--- src/rtl/sts_pkg.sv ---
package sts_pkg;
   localparam int FID_W = 3;
   typedef logic [FID_W-1:0] fid_t;
   typedef enum logic {DREF_ACTIVE = 1'b0, DREF_CLAMP = 1'b1} dref_mode_e;

   // next field number; 4-field sequence or 8-field sequence
   function automatic fid_t fid_advance(fid_t cur, logic pal);
      fid_t mask;
      mask = pal ? fid_t'(7) : fid_t'(3);
      return (cur + fid_t'(1)) & mask;
   endfunction
endpackage

--- src/rtl/sts_edge_sync.sv ---
module sts_edge_sync #(
   parameter int STAGES = 2
) (
   input  logic clk,
   input  logic rst_n,
   input  logic pin_n,
   output logic fall
);
   if (STAGES < 2) begin : g_bad_stages
      $error("sts_edge_sync: STAGES must be at least 2");
   end

   logic [STAGES-1:0] sh_q;
   logic              prev_q;

   always_ff @(posedge clk or negedge rst_n) begin
      if (!rst_n) begin
         sh_q   <= '1;
         prev_q <= 1'b1;
      end else begin
         sh_q   <= {sh_q[STAGES-2:0], pin_n};
         prev_q <= sh_q[STAGES-1];
      end
   end

   assign fall = prev_q & ~sh_q[STAGES-1];

   AST_FALL_SINGLE: assert property (@(posedge clk) disable iff (!rst_n)
      fall |=> !fall);
endmodule

--- src/rtl/sts_hcount.sv ---
module sts_hcount #(
   parameter int PIX_W    = 11,
   parameter int HS_WIDTH = 64
) (
   input  logic             clk,
   input  logic             rst_n,
   input  logic             hs_fall,
   input  logic [PIX_W-1:0] period,
   output logic [PIX_W-1:0] pix,
   output logic             line_start,
   output logic             dhsync
);
   localparam logic [PIX_W:0] HS_LIM = HS_WIDTH[PIX_W:0];

   logic [PIX_W-1:0] pix_q;

   assign line_start = hs_fall | (pix_q >= period);

   always_ff @(posedge clk or negedge rst_n) begin
      if (!rst_n)          pix_q <= '0;
      else if (line_start) pix_q <= '0;
      else                 pix_q <= pix_q + 1'b1;
   end

   assign pix    = pix_q;
   assign dhsync = ({1'b0, pix_q} < HS_LIM);

   AST_PIX_STEP: assert property (@(posedge clk) disable iff (!rst_n)
      (pix_q != '0) |-> (pix_q == $past(pix_q) + 1'b1));
endmodule

--- src/rtl/sts_vcount.sv ---
module sts_vcount
   import sts_pkg::*;
#(
   parameter int LINE_W     = 10,
   parameter int LINES_NTSC = 262,
   parameter int LINES_PAL  = 312
) (
   input  logic              clk,
   input  logic              rst_n,
   input  logic              line_start,
   input  logic              hs_fall,
   input  logic              vs_fall,
   input  logic              pal,
   output logic [LINE_W-1:0] line,
   output fid_t              field,
   output logic              dvsync
);
   localparam int LN1 = LINES_NTSC - 1;
   localparam int LP1 = LINES_PAL - 1;
   localparam logic [LINE_W-1:0] LAST_N = LN1[LINE_W-1:0];
   localparam logic [LINE_W-1:0] LAST_P = LP1[LINE_W-1:0];

   logic [LINE_W-1:0] line_q;
   fid_t              field_q;
   logic              pend_q;
   logic              coin;
   logic              at_last;
   logic              field_start;

   assign coin        = vs_fall & hs_fall;
   assign at_last     = line_q >= (pal ? LAST_P : LAST_N);
   assign field_start = line_start & (vs_fall | pend_q | at_last);

   always_ff @(posedge clk or negedge rst_n) begin
      if (!rst_n) begin
         line_q  <= '0;
         field_q <= '0;
         pend_q  <= 1'b0;
      end else begin
         if (line_start)   pend_q <= 1'b0;
         else if (vs_fall) pend_q <= 1'b1;
         if (field_start) begin
            line_q  <= '0;
            field_q <= coin ? fid_t'(0) : fid_advance(field_q, pal);
         end else if (line_start) begin
            line_q  <= line_q + 1'b1;
         end
      end
   end

   assign line   = line_q;
   assign field  = field_q;
   assign dvsync = (line_q == '0);

   AST_DVS_AT_LINE_START: assert property (@(posedge clk) disable iff (!rst_n)
      $rose(dvsync) |-> $past(line_start));
   AST_FIELD_AT_LINE0: assert property (@(posedge clk) disable iff (!rst_n)
      !$stable(field_q) |-> (line_q == '0));
   AST_COIN_FIELD1: assert property (@(posedge clk) disable iff (!rst_n)
      coin |=> (field_q == '0));
endmodule

--- src/rtl/sts_dref.sv ---
module sts_dref
   import sts_pkg::*;
#(
   parameter int PIX_W        = 11,
   parameter int LINE_W       = 10,
   parameter int VBLANK_LINES = 20,
   parameter int CLAMP_CYC    = 13
) (
   input  logic              clk,
   input  logic              rst_n,
   input  logic [PIX_W-1:0]  pix,
   input  logic [LINE_W-1:0] line,
   input  dref_mode_e        mode,
   input  logic [7:0]        burst_ofs,
   input  logic [7:0]        video_ofs,
   input  logic [LINE_W-1:0] act_lines,
   input  logic [7:0]        clamp_ofs,
   output logic              dref
);
   localparam logic [LINE_W:0] VSTART = VBLANK_LINES[LINE_W:0];
   localparam logic [PIX_W:0]  CL_W   = CLAMP_CYC[PIX_W:0];

   logic [8:0]       hstart9;
   logic [PIX_W:0]   hstart;
   logic [LINE_W:0]  vend;
   logic [PIX_W:0]   cl_lo;
   logic [PIX_W:0]   cl_hi;
   logic             act_on;
   logic             clamp_on;

   assign hstart9  = {1'b0, burst_ofs} + {1'b0, video_ofs};
   assign hstart   = {{(PIX_W-8){1'b0}}, hstart9};
   assign vend     = VSTART + {1'b0, act_lines};
   assign act_on   = ({1'b0, line} >= VSTART) && ({1'b0, line} < vend)
                     && ({1'b0, pix} >= hstart);
   assign cl_lo    = {{(PIX_W-7){1'b0}}, clamp_ofs};
   assign cl_hi    = cl_lo + CL_W;
   assign clamp_on = ({1'b0, pix} >= cl_lo) && ({1'b0, pix} < cl_hi);

   generate
      if (CLAMP_CYC > 1) begin : g_clamp_multi
         assign dref = (mode == DREF_CLAMP) ? clamp_on : act_on;
      end else begin : g_clamp_single
         assign dref = (mode == DREF_CLAMP) ? ({1'b0, pix} == cl_lo) : act_on;
      end
   endgenerate

   AST_CLAMP_START: assert property (@(posedge clk) disable iff (!rst_n)
      ((mode == DREF_CLAMP) && $stable(mode) && $stable(clamp_ofs) && $rose(dref))
      |-> ({1'b0, pix} == cl_lo));
endmodule

--- src/rtl/sync_timing_gen.sv ---
module sync_timing_gen
   import sts_pkg::*;
#(
   parameter int PIX_W        = 11,
   parameter int LINE_W       = 10,
   parameter int SYNC_STAGES  = 2,
   parameter int HS_WIDTH     = 64,
   parameter int LINES_NTSC   = 262,
   parameter int LINES_PAL    = 312,
   parameter int VBLANK_LINES = 20,
   parameter int CLK_KHZ      = 27000,
   parameter int CLAMP_NS     = 500
) (
   input  logic              clk,
   input  logic              rst_n,
   input  logic              hsync_n,
   input  logic              vsync_n,
   input  logic [1:0]        sync_src_sel,
   input  logic              pal_mode,
   input  logic [7:0]        line_len_lo,
   input  logic [PIX_W-9:0]  line_len_hi,
   input  logic [7:0]        burst_ofs,
   input  logic [7:0]        video_ofs,
   input  logic [7:0]        act_lines_lo,
   input  logic [LINE_W-9:0] act_lines_hi,
   input  logic              dref_sel,
   input  logic [7:0]        clamp_ofs,
   output logic              dhsync,
   output logic              dvsync,
   output logic              dref,
   output logic [2:0]        field_id
);
   localparam int CLAMP_CYC = (CLK_KHZ * CLAMP_NS) / 1000000;

   if (PIX_W < 9 || PIX_W > 16) begin : g_bad_pix
      $error("sync_timing_gen: PIX_W out of range");
   end
   if (LINE_W < 9 || LINES_PAL > (1 << LINE_W) || LINES_NTSC > (1 << LINE_W)) begin : g_bad_line
      $error("sync_timing_gen: LINE_W too small for field length");
   end
   if (CLAMP_CYC < 1) begin : g_bad_clamp
      $error("sync_timing_gen: clamp pulse shorter than one clock");
   end
   if (VBLANK_LINES >= LINES_NTSC || VBLANK_LINES >= LINES_PAL) begin : g_bad_vbl
      $error("sync_timing_gen: blanking longer than a field");
   end

   logic             ext_en;
   logic             hs_raw, vs_raw;
   logic             hs_fall, vs_fall;
   logic [PIX_W-1:0] pix;
   logic [LINE_W-1:0] line;
   logic             line_start;
   fid_t             field;

   assign ext_en = (sync_src_sel == 2'b00);

   sts_edge_sync #(.STAGES(SYNC_STAGES)) u_hs_sync (
      .clk(clk), .rst_n(rst_n), .pin_n(hsync_n), .fall(hs_raw));
   sts_edge_sync #(.STAGES(SYNC_STAGES)) u_vs_sync (
      .clk(clk), .rst_n(rst_n), .pin_n(vsync_n), .fall(vs_raw));

   assign hs_fall = ext_en & hs_raw;
   assign vs_fall = ext_en & vs_raw;

   sts_hcount #(.PIX_W(PIX_W), .HS_WIDTH(HS_WIDTH)) u_hcount (
      .clk(clk), .rst_n(rst_n), .hs_fall(hs_fall),
      .period({line_len_hi, line_len_lo}),
      .pix(pix), .line_start(line_start), .dhsync(dhsync));

   sts_vcount #(.LINE_W(LINE_W), .LINES_NTSC(LINES_NTSC), .LINES_PAL(LINES_PAL)) u_vcount (
      .clk(clk), .rst_n(rst_n), .line_start(line_start), .hs_fall(hs_fall),
      .vs_fall(vs_fall), .pal(pal_mode), .line(line), .field(field), .dvsync(dvsync));

   sts_dref #(.PIX_W(PIX_W), .LINE_W(LINE_W), .VBLANK_LINES(VBLANK_LINES),
              .CLAMP_CYC(CLAMP_CYC)) u_dref (
      .clk(clk), .rst_n(rst_n), .pix(pix), .line(line),
      .mode(dref_mode_e'(dref_sel)), .burst_ofs(burst_ofs), .video_ofs(video_ofs),
      .act_lines({act_lines_hi, act_lines_lo}), .clamp_ofs(clamp_ofs), .dref(dref));

   assign field_id = field;

   AST_PINS_MASKED: assert property (@(posedge clk) disable iff (!rst_n)
      !ext_en |-> !(hs_fall || vs_fall));
endmodule

--- config.mk ---
export PLATFORM = sky130hd
export DESIGN_NAME = sync_timing_gen
export DESIGN_NICKNAME = d
export VERILOG_FILES = /design/src/rtl/sts_pkg.sv /design/src/rtl/sts_edge_sync.sv /design/src/rtl/sts_hcount.sv /design/src/rtl/sts_vcount.sv /design/src/rtl/sts_dref.sv /design/src/rtl/sync_timing_gen.sv
export SDC_FILE = /design/constraint.sdc
export NUM_CORES = 1
export LEC_CHECK = 0
export ABC_AREA = 1
export ABC_CLOCK_PERIOD_IN_PS = 6100
export BUFFER_PORTS_ARGS = -buffer_cell sky130_fd_sc_hd__buf_2
export CORE_ASPECT_RATIO = 0.9
export CORE_MARGIN = 2
export CORE_UTILIZATION = 40
export CTS_BUF_LIST = sky130_fd_sc_hd__clkbuf_16
export DETAILED_ROUTE_END_ITERATION = 16
export PLACE_DENSITY = 0.7
export SLEW_MARGIN = 0
export SYNTH_ARGS = -nofsm -noshare
export SYNTH_HDL_FRONTEND = slang
export SYNTH_SLANG_ARGS = --single-unit
--- constraint.sdc ---
create_clock -name clk -period 6.1 [get_ports clk]
set_input_delay 1.22 -clock clk [delete_from_list [all_inputs] [get_ports clk]]
set_output_delay 1.22 -clock clk [all_outputs]
set_load 0.005 [all_outputs]
== Word-level counts from Yosys, hierarchy flattened ==
Index checks and enable logic that the tools add are counted.
Storage, ports and cells
  bits in registers: 31
  input port bits: 53
Operators by class
  reduce and logical (&&, ||, !) cells: 7
  bitwise logic cells: 12
  $add $sub $neg: 6
  magnitude comparators: 8
  multiplexer cells: 9
Operators by type and width (count)
  10-bit 2-to-1 mux: 2
  11-bit by 12-bit less-than comparator with 1-bit output: 1
  11-bit by 1-bit adder with 11-bit output (second input constant): 1
  5-bit by 10-bit adder with 11-bit output (first input constant): 1
  11-bit >= comparator: 1
  11-bit by 8-bit >= comparator with 1-bit output: 1
  11-bit by 9-bit >= comparator with 1-bit output: 1
  10-bit by 11-bit less-than comparator with 1-bit output: 1
  11-bit by 7-bit less-than comparator with 1-bit output (second input constant): 1
  11-bit 2-to-1 mux: 1
  10-bit by 1-bit adder with 10-bit output (second input constant): 1
  10-bit >= comparator: 1
  10-bit by 5-bit >= comparator with 1-bit output (second input constant): 1
  10-bit logical NOT: 1
  8-bit by 4-bit adder with 9-bit output (second input constant): 1
  8-bit by 8-bit adder with 9-bit output: 1
  1-bit AND: 6
  3-bit 2-to-1 mux: 2
  6-bit 2-to-1 mux: 1
  2-bit nonzero test: 2
  3-bit by 1-bit adder with 3-bit output (second input constant): 1
  3-bit AND: 1
  1-bit logical AND: 3
  1-bit 2-to-1 mux: 3
  3 further kinds: 6

== Logic depth before layout (Yosys ltp) ==
  word-level depth: 7
  mapped depth: 17
  depth with buffers taken out: 17

== By module ==
From an unflattened synthesis, not the netlist that was laid out.
Unflattened totals
  cells, all modules: 488
  area, all modules: 3463.3 um^2
Modules (own cells, without submodules)
  sts_dref: times used 1, area an instance 1539.0 um^2, cells each 245, sequential area each 0.0 um^2
  sts_hcount: times used 1, area an instance 865.8 um^2, cells each 115, sequential area each 275.3 um^2
  sts_vcount: times used 1, area an instance 854.6 um^2, cells each 111, sequential area each 350.3 um^2
  sts_edge_sync: times used 2, area an instance 88.8 um^2, cells each 5, sequential area each 78.8 um^2
  sync_timing_gen: times used 1, area an instance 26.3 um^2, cells each 7, sequential area each 0.0 um^2

== Least setup slack after synthesis ==
Ideal clock, no wire load.
  path kind: input port to output port
  start: input burst_ofs[0]
  end: output dref
  arrival time: 3.253 ns
  cell stages on the path: 17
  data required time: 4.880 ns
  path slack: 1.627 ns
  buffers on the path: 0
  cell sequence: ha_1 > inv_1 > fa_1 > o21ai_0 > nand2_1 > nand2_1 > a21oi_1 > xor2_1 > ha_1 > nand2_1 > nor2_1 > nand4_1 > nand2_1 > nor2_1 > nor2_1 > nand2_1 > nand2_1
Between the ends
  cells in the longest elaborated chain, start to end: 4
RTL lines
  from (decl): RTL line sync_timing_gen.sv:22  | input logic [7:0] burst_ofs,
  8-bit by 8-bit adder with 9-bit output: RTL line sts_dref.sv:31  | assign hstart9 = {1'b0, burst_ofs} + {1'b0, video_ofs};
  11-bit by 9-bit >= comparator with 1-bit output: RTL line sts_dref.sv:35  | && ({1'b0, pix} >= hstart);
  1-bit logical AND: RTL line sts_dref.sv:35
  1-bit 2-to-1 mux: RTL line sts_dref.sv:42  | assign dref = (mode == DREF_CLAMP) ? clamp_on : act_on;
  to (decl): RTL line sync_timing_gen.sv:30  | output logic dref,
Every way passes these cells.

== Worst setup path in the final report ==
Same ends and word-level chain as after synthesis.

==> results.md <==
- Critical Path Most Common Cell: nand2_1
- Count leader, synth: nand2_1
- Post_cts resized: 0
- Drt via density: 4.88
- Post-Synthesis Cell Area: 3460 sq um
- Power, Total: 1.02 mW
- Seq/Total Area, Yosys: 22.6%
- Antenna-violating nets left: 0
- Fmax: 0.204 GHz
- DRT Wirelength: 7.50 mm
- Relative slew slack: 55.0%
- Crit. End Element: primary output
- Top_reg_cell synth: dfrtp_1
- Final setup vio count: 0
- Final net count: 643
- Worst slew pin tran: 675 ps
- Synth area leader: ha_1
- Met2 Routed Length: 3.41 mm
- Worst R2R Path Depth: 8
- Syn Area/Cell: 7.45 sq um
- Synthesized Nets: 581
- Critical Path RT: 4880 ps
- Diode count: 0
- Routed vias: 3,155
- Num ports: 59
- Bufs on Longest Clock Path: 2
- Port buffer count: 58
- Max layer used: met4
- Chip width: 102 um
- Pleak: 2.27 nW
- Clk root buf: clkbuf_16
- Final GP Congestion: 0.889
- Reg2reg end: u_vcount.field[1]$_DFFE_PN0P_
- Fin. max-slew vios: 0
- WP buf/inv: 3
- Final Hold Viols: 0
- Die Area: 9410 sq um
- # rows: 32
- Worst hold slack: 360 ps
- Async set-reset flop share out of synthesis: 100%
- Yosys reg bits: 31
- PD cells: 254 nW/um^2
- All-layer global routing usage: 17.0%
- Area growth syn-to-layout: 15.7%
- H-tree Lvls: 2
- RSZ-0062 raised after global routing: false
- Max-cap violations: 0
- YS warnings: 0
- Share of cells above drive strength 1: 17.5%
- R2R setup slack: 3980 ps
- Worst Hold Class: flop to flop
- DRC Markers: 0
- Initial antenna violation count: 0
- Avg WL per Cell: 11.6 um
- Hold Path Stages: 0
- Worst path top cell family by delay: adder cells
- CP max-delay cell: fa_1
- Hold Buf Count CTS: 0
- CTS Sinks: 31
- Peak supply drop: 90.8 uV
- Worst Path Max Fanout: 3
- Clock-pin slew of the registers on the worst-case setup and hold paths: 50 ps
- Clk_lat worst skew: 270 ps
- Inserted Clock Buffers: 5
- Cells after Synth: 464
- Met3 routed WL: 292 um
- CP Class: input pin to primary output
- Post-layout minimum cycle time: 4890 ps
- Synth cell types: 37
- Vias in the first global route: 3,035
- Clock Skew: 4.83 ps
- Core ar.: 8490 sq um
- Period utilization: 80.2%
- Post-CTS Setup Bufs: 0
- Die Y: 92.2 um
- Area share of the largest cell type after synthesis: 22.8%
- HP Start: u_hs_sync.sh_q[1]$_DFF_PN1_
- DRT iter0 DRCs: 135
- First-pass GRT wire length: 13.2 mm
- First-pass DRT Iterations: 4
- TritonCTS clock tree: built
- Largest net degree at the start of global routing: 32
- Reg2reg start: u_hcount.pix[6]$_DFF_PN0_
- HPWL Detailed: 6.22 mm
- Post-route setup TNS: 0 ps
- Critical Path Start Type: input pin
- CP cell instances: buf_2 -> ha_1 -> inv_1 -> fa_1 -> o21ai_0 -> nand2_1 -> nand2_1 -> a21oi_1 -> xor2_1 -> ha_1 -> nand2_1 -> nor2_1 -> nand4_1 -> nand2_1 -> nor2_1 -> nor2_1 -> nand2_1 -> nand2_1 -> buf_2
- Post-synth EDFFs: 0
- Status: complete, no violations
- Slowest stage delay, CP: 390 ps
- Largest cells by area after synthesis: ha_1 23%, dfrtp_1 18%, nand2_1 11%
- Synth cell count leaders: 101 x nand2_1, 72 x inv_1, 63 x ha_1
- Critical Path Stages: 19
- Congestion Overflow GR: 0
- Hold EP: u_hs_sync.prev_q$_DFF_PN1_
- Worst EP arrival: 3670 ps
- Wl on met1: 3.75 mm
- Initial Utilization: 40.7%
## per-layer routing
metal | track usage, % | vias up
met5 | 0 | -
met4 | 3.67 | 0
met3 | 1.52 | 4
met2 | 28.6 | 70
met1 | 23.6 | 1419
li1 | - | 1662
## worst max-delay path by stage
stage	from	endpoint
floorplan	burst_ofs[0]	dref
CTS	burst_ofs[0]	dref
detailed placement	burst_ofs[0]	dref
global placement	burst_ofs[0]	dref
finish	burst_ofs[0]	dref
global route	burst_ofs[0]	dref
## worst register-to-register path: cells and delay by family, from the launching register on
family | cells | cell delay [ps]
simple gates | 7 | 1170
fa+ha+maj | 1 | 340
flops | 1 | 480
## registers in the layout, indices dropped and copies added (netlist names)
name,cells
u_hcount.pix,11
u_vcount.line,10
u_vcount.field,3
u_hs_sync.sh_q,2
u_vs_sync.sh_q,2
u_hs_sync.prev_q,1
u_vcount.pend_q,1
u_vs_sync.prev_q,1
## placed cells by master (no fill, tap or decap), types with 3 or more instances in the layout
master,synthesis,layout
clkbuf_16,0,5
nand2_1,101,101
inv_2,3,3
xnor2_1,4,4
nor2_2,3,3
nand3b_1,5,5
xor2_1,22,22
nor3_2,5,5
inv_1,72,73
dfrtp_1,25,25
a21oi_1,27,27
o21ai_0,10,10
nand3_1,34,34
nor3_1,7,7
buf_2,1,58
dfstp_2,6,6
nor2_1,35,35
ha_1,63,63
nand4_1,16,16
## through the flow
step                      area [sq um]  cells  worst slack (ps)  utilization, %
after floorplan                   3460    464              1630               -
after global placement            3870    638              1280            45.5
after detailed placement          3870    638              1190            45.5
after CTS                         4000    646              1190            47.2
after global routing              4000    646               897            47.2
final                             4000    646              1210            47.2
## logic make-up after synthesis
| logic type | after synthesis | synth area share, % |
|---|---|---|
| adders and majority gates | 64 | 23.4 |
| xor gates and xnor gates | 26 | 6.58 |
| AOI/OAI and AO/OA | 47 | 7.56 |
| buffers and inverters | 78 | 9.04 |
| DFF | 31 | 22.6 |
| and+or+nand+nor | 218 | 30.8 |
## power breakdown
part	total [mW]	switching [mW]	internal, mW
logic	0.463	0.263	0.199
registers	0.327	0.0765	0.251
clock network	0.225	0.0791	0.146
## layout make-up
| type | instances | area, sq um |
|---|---|---|
| Sequential cell | 31 | 783 |
| Inverter | 75 | 282 |
| Multi-Input combinational cell | 355 | 2360 |
| Tap cell | 119 | 149 |
| Timing Repair Buffer | 58 | 290 |
| Fill cell | 886 | 4490 |
| Clock buffer | 5 | 125 |
| Clock inverter | 3 | 11.3 |
No activity file was read; power rests on OpenSTA's default activity.
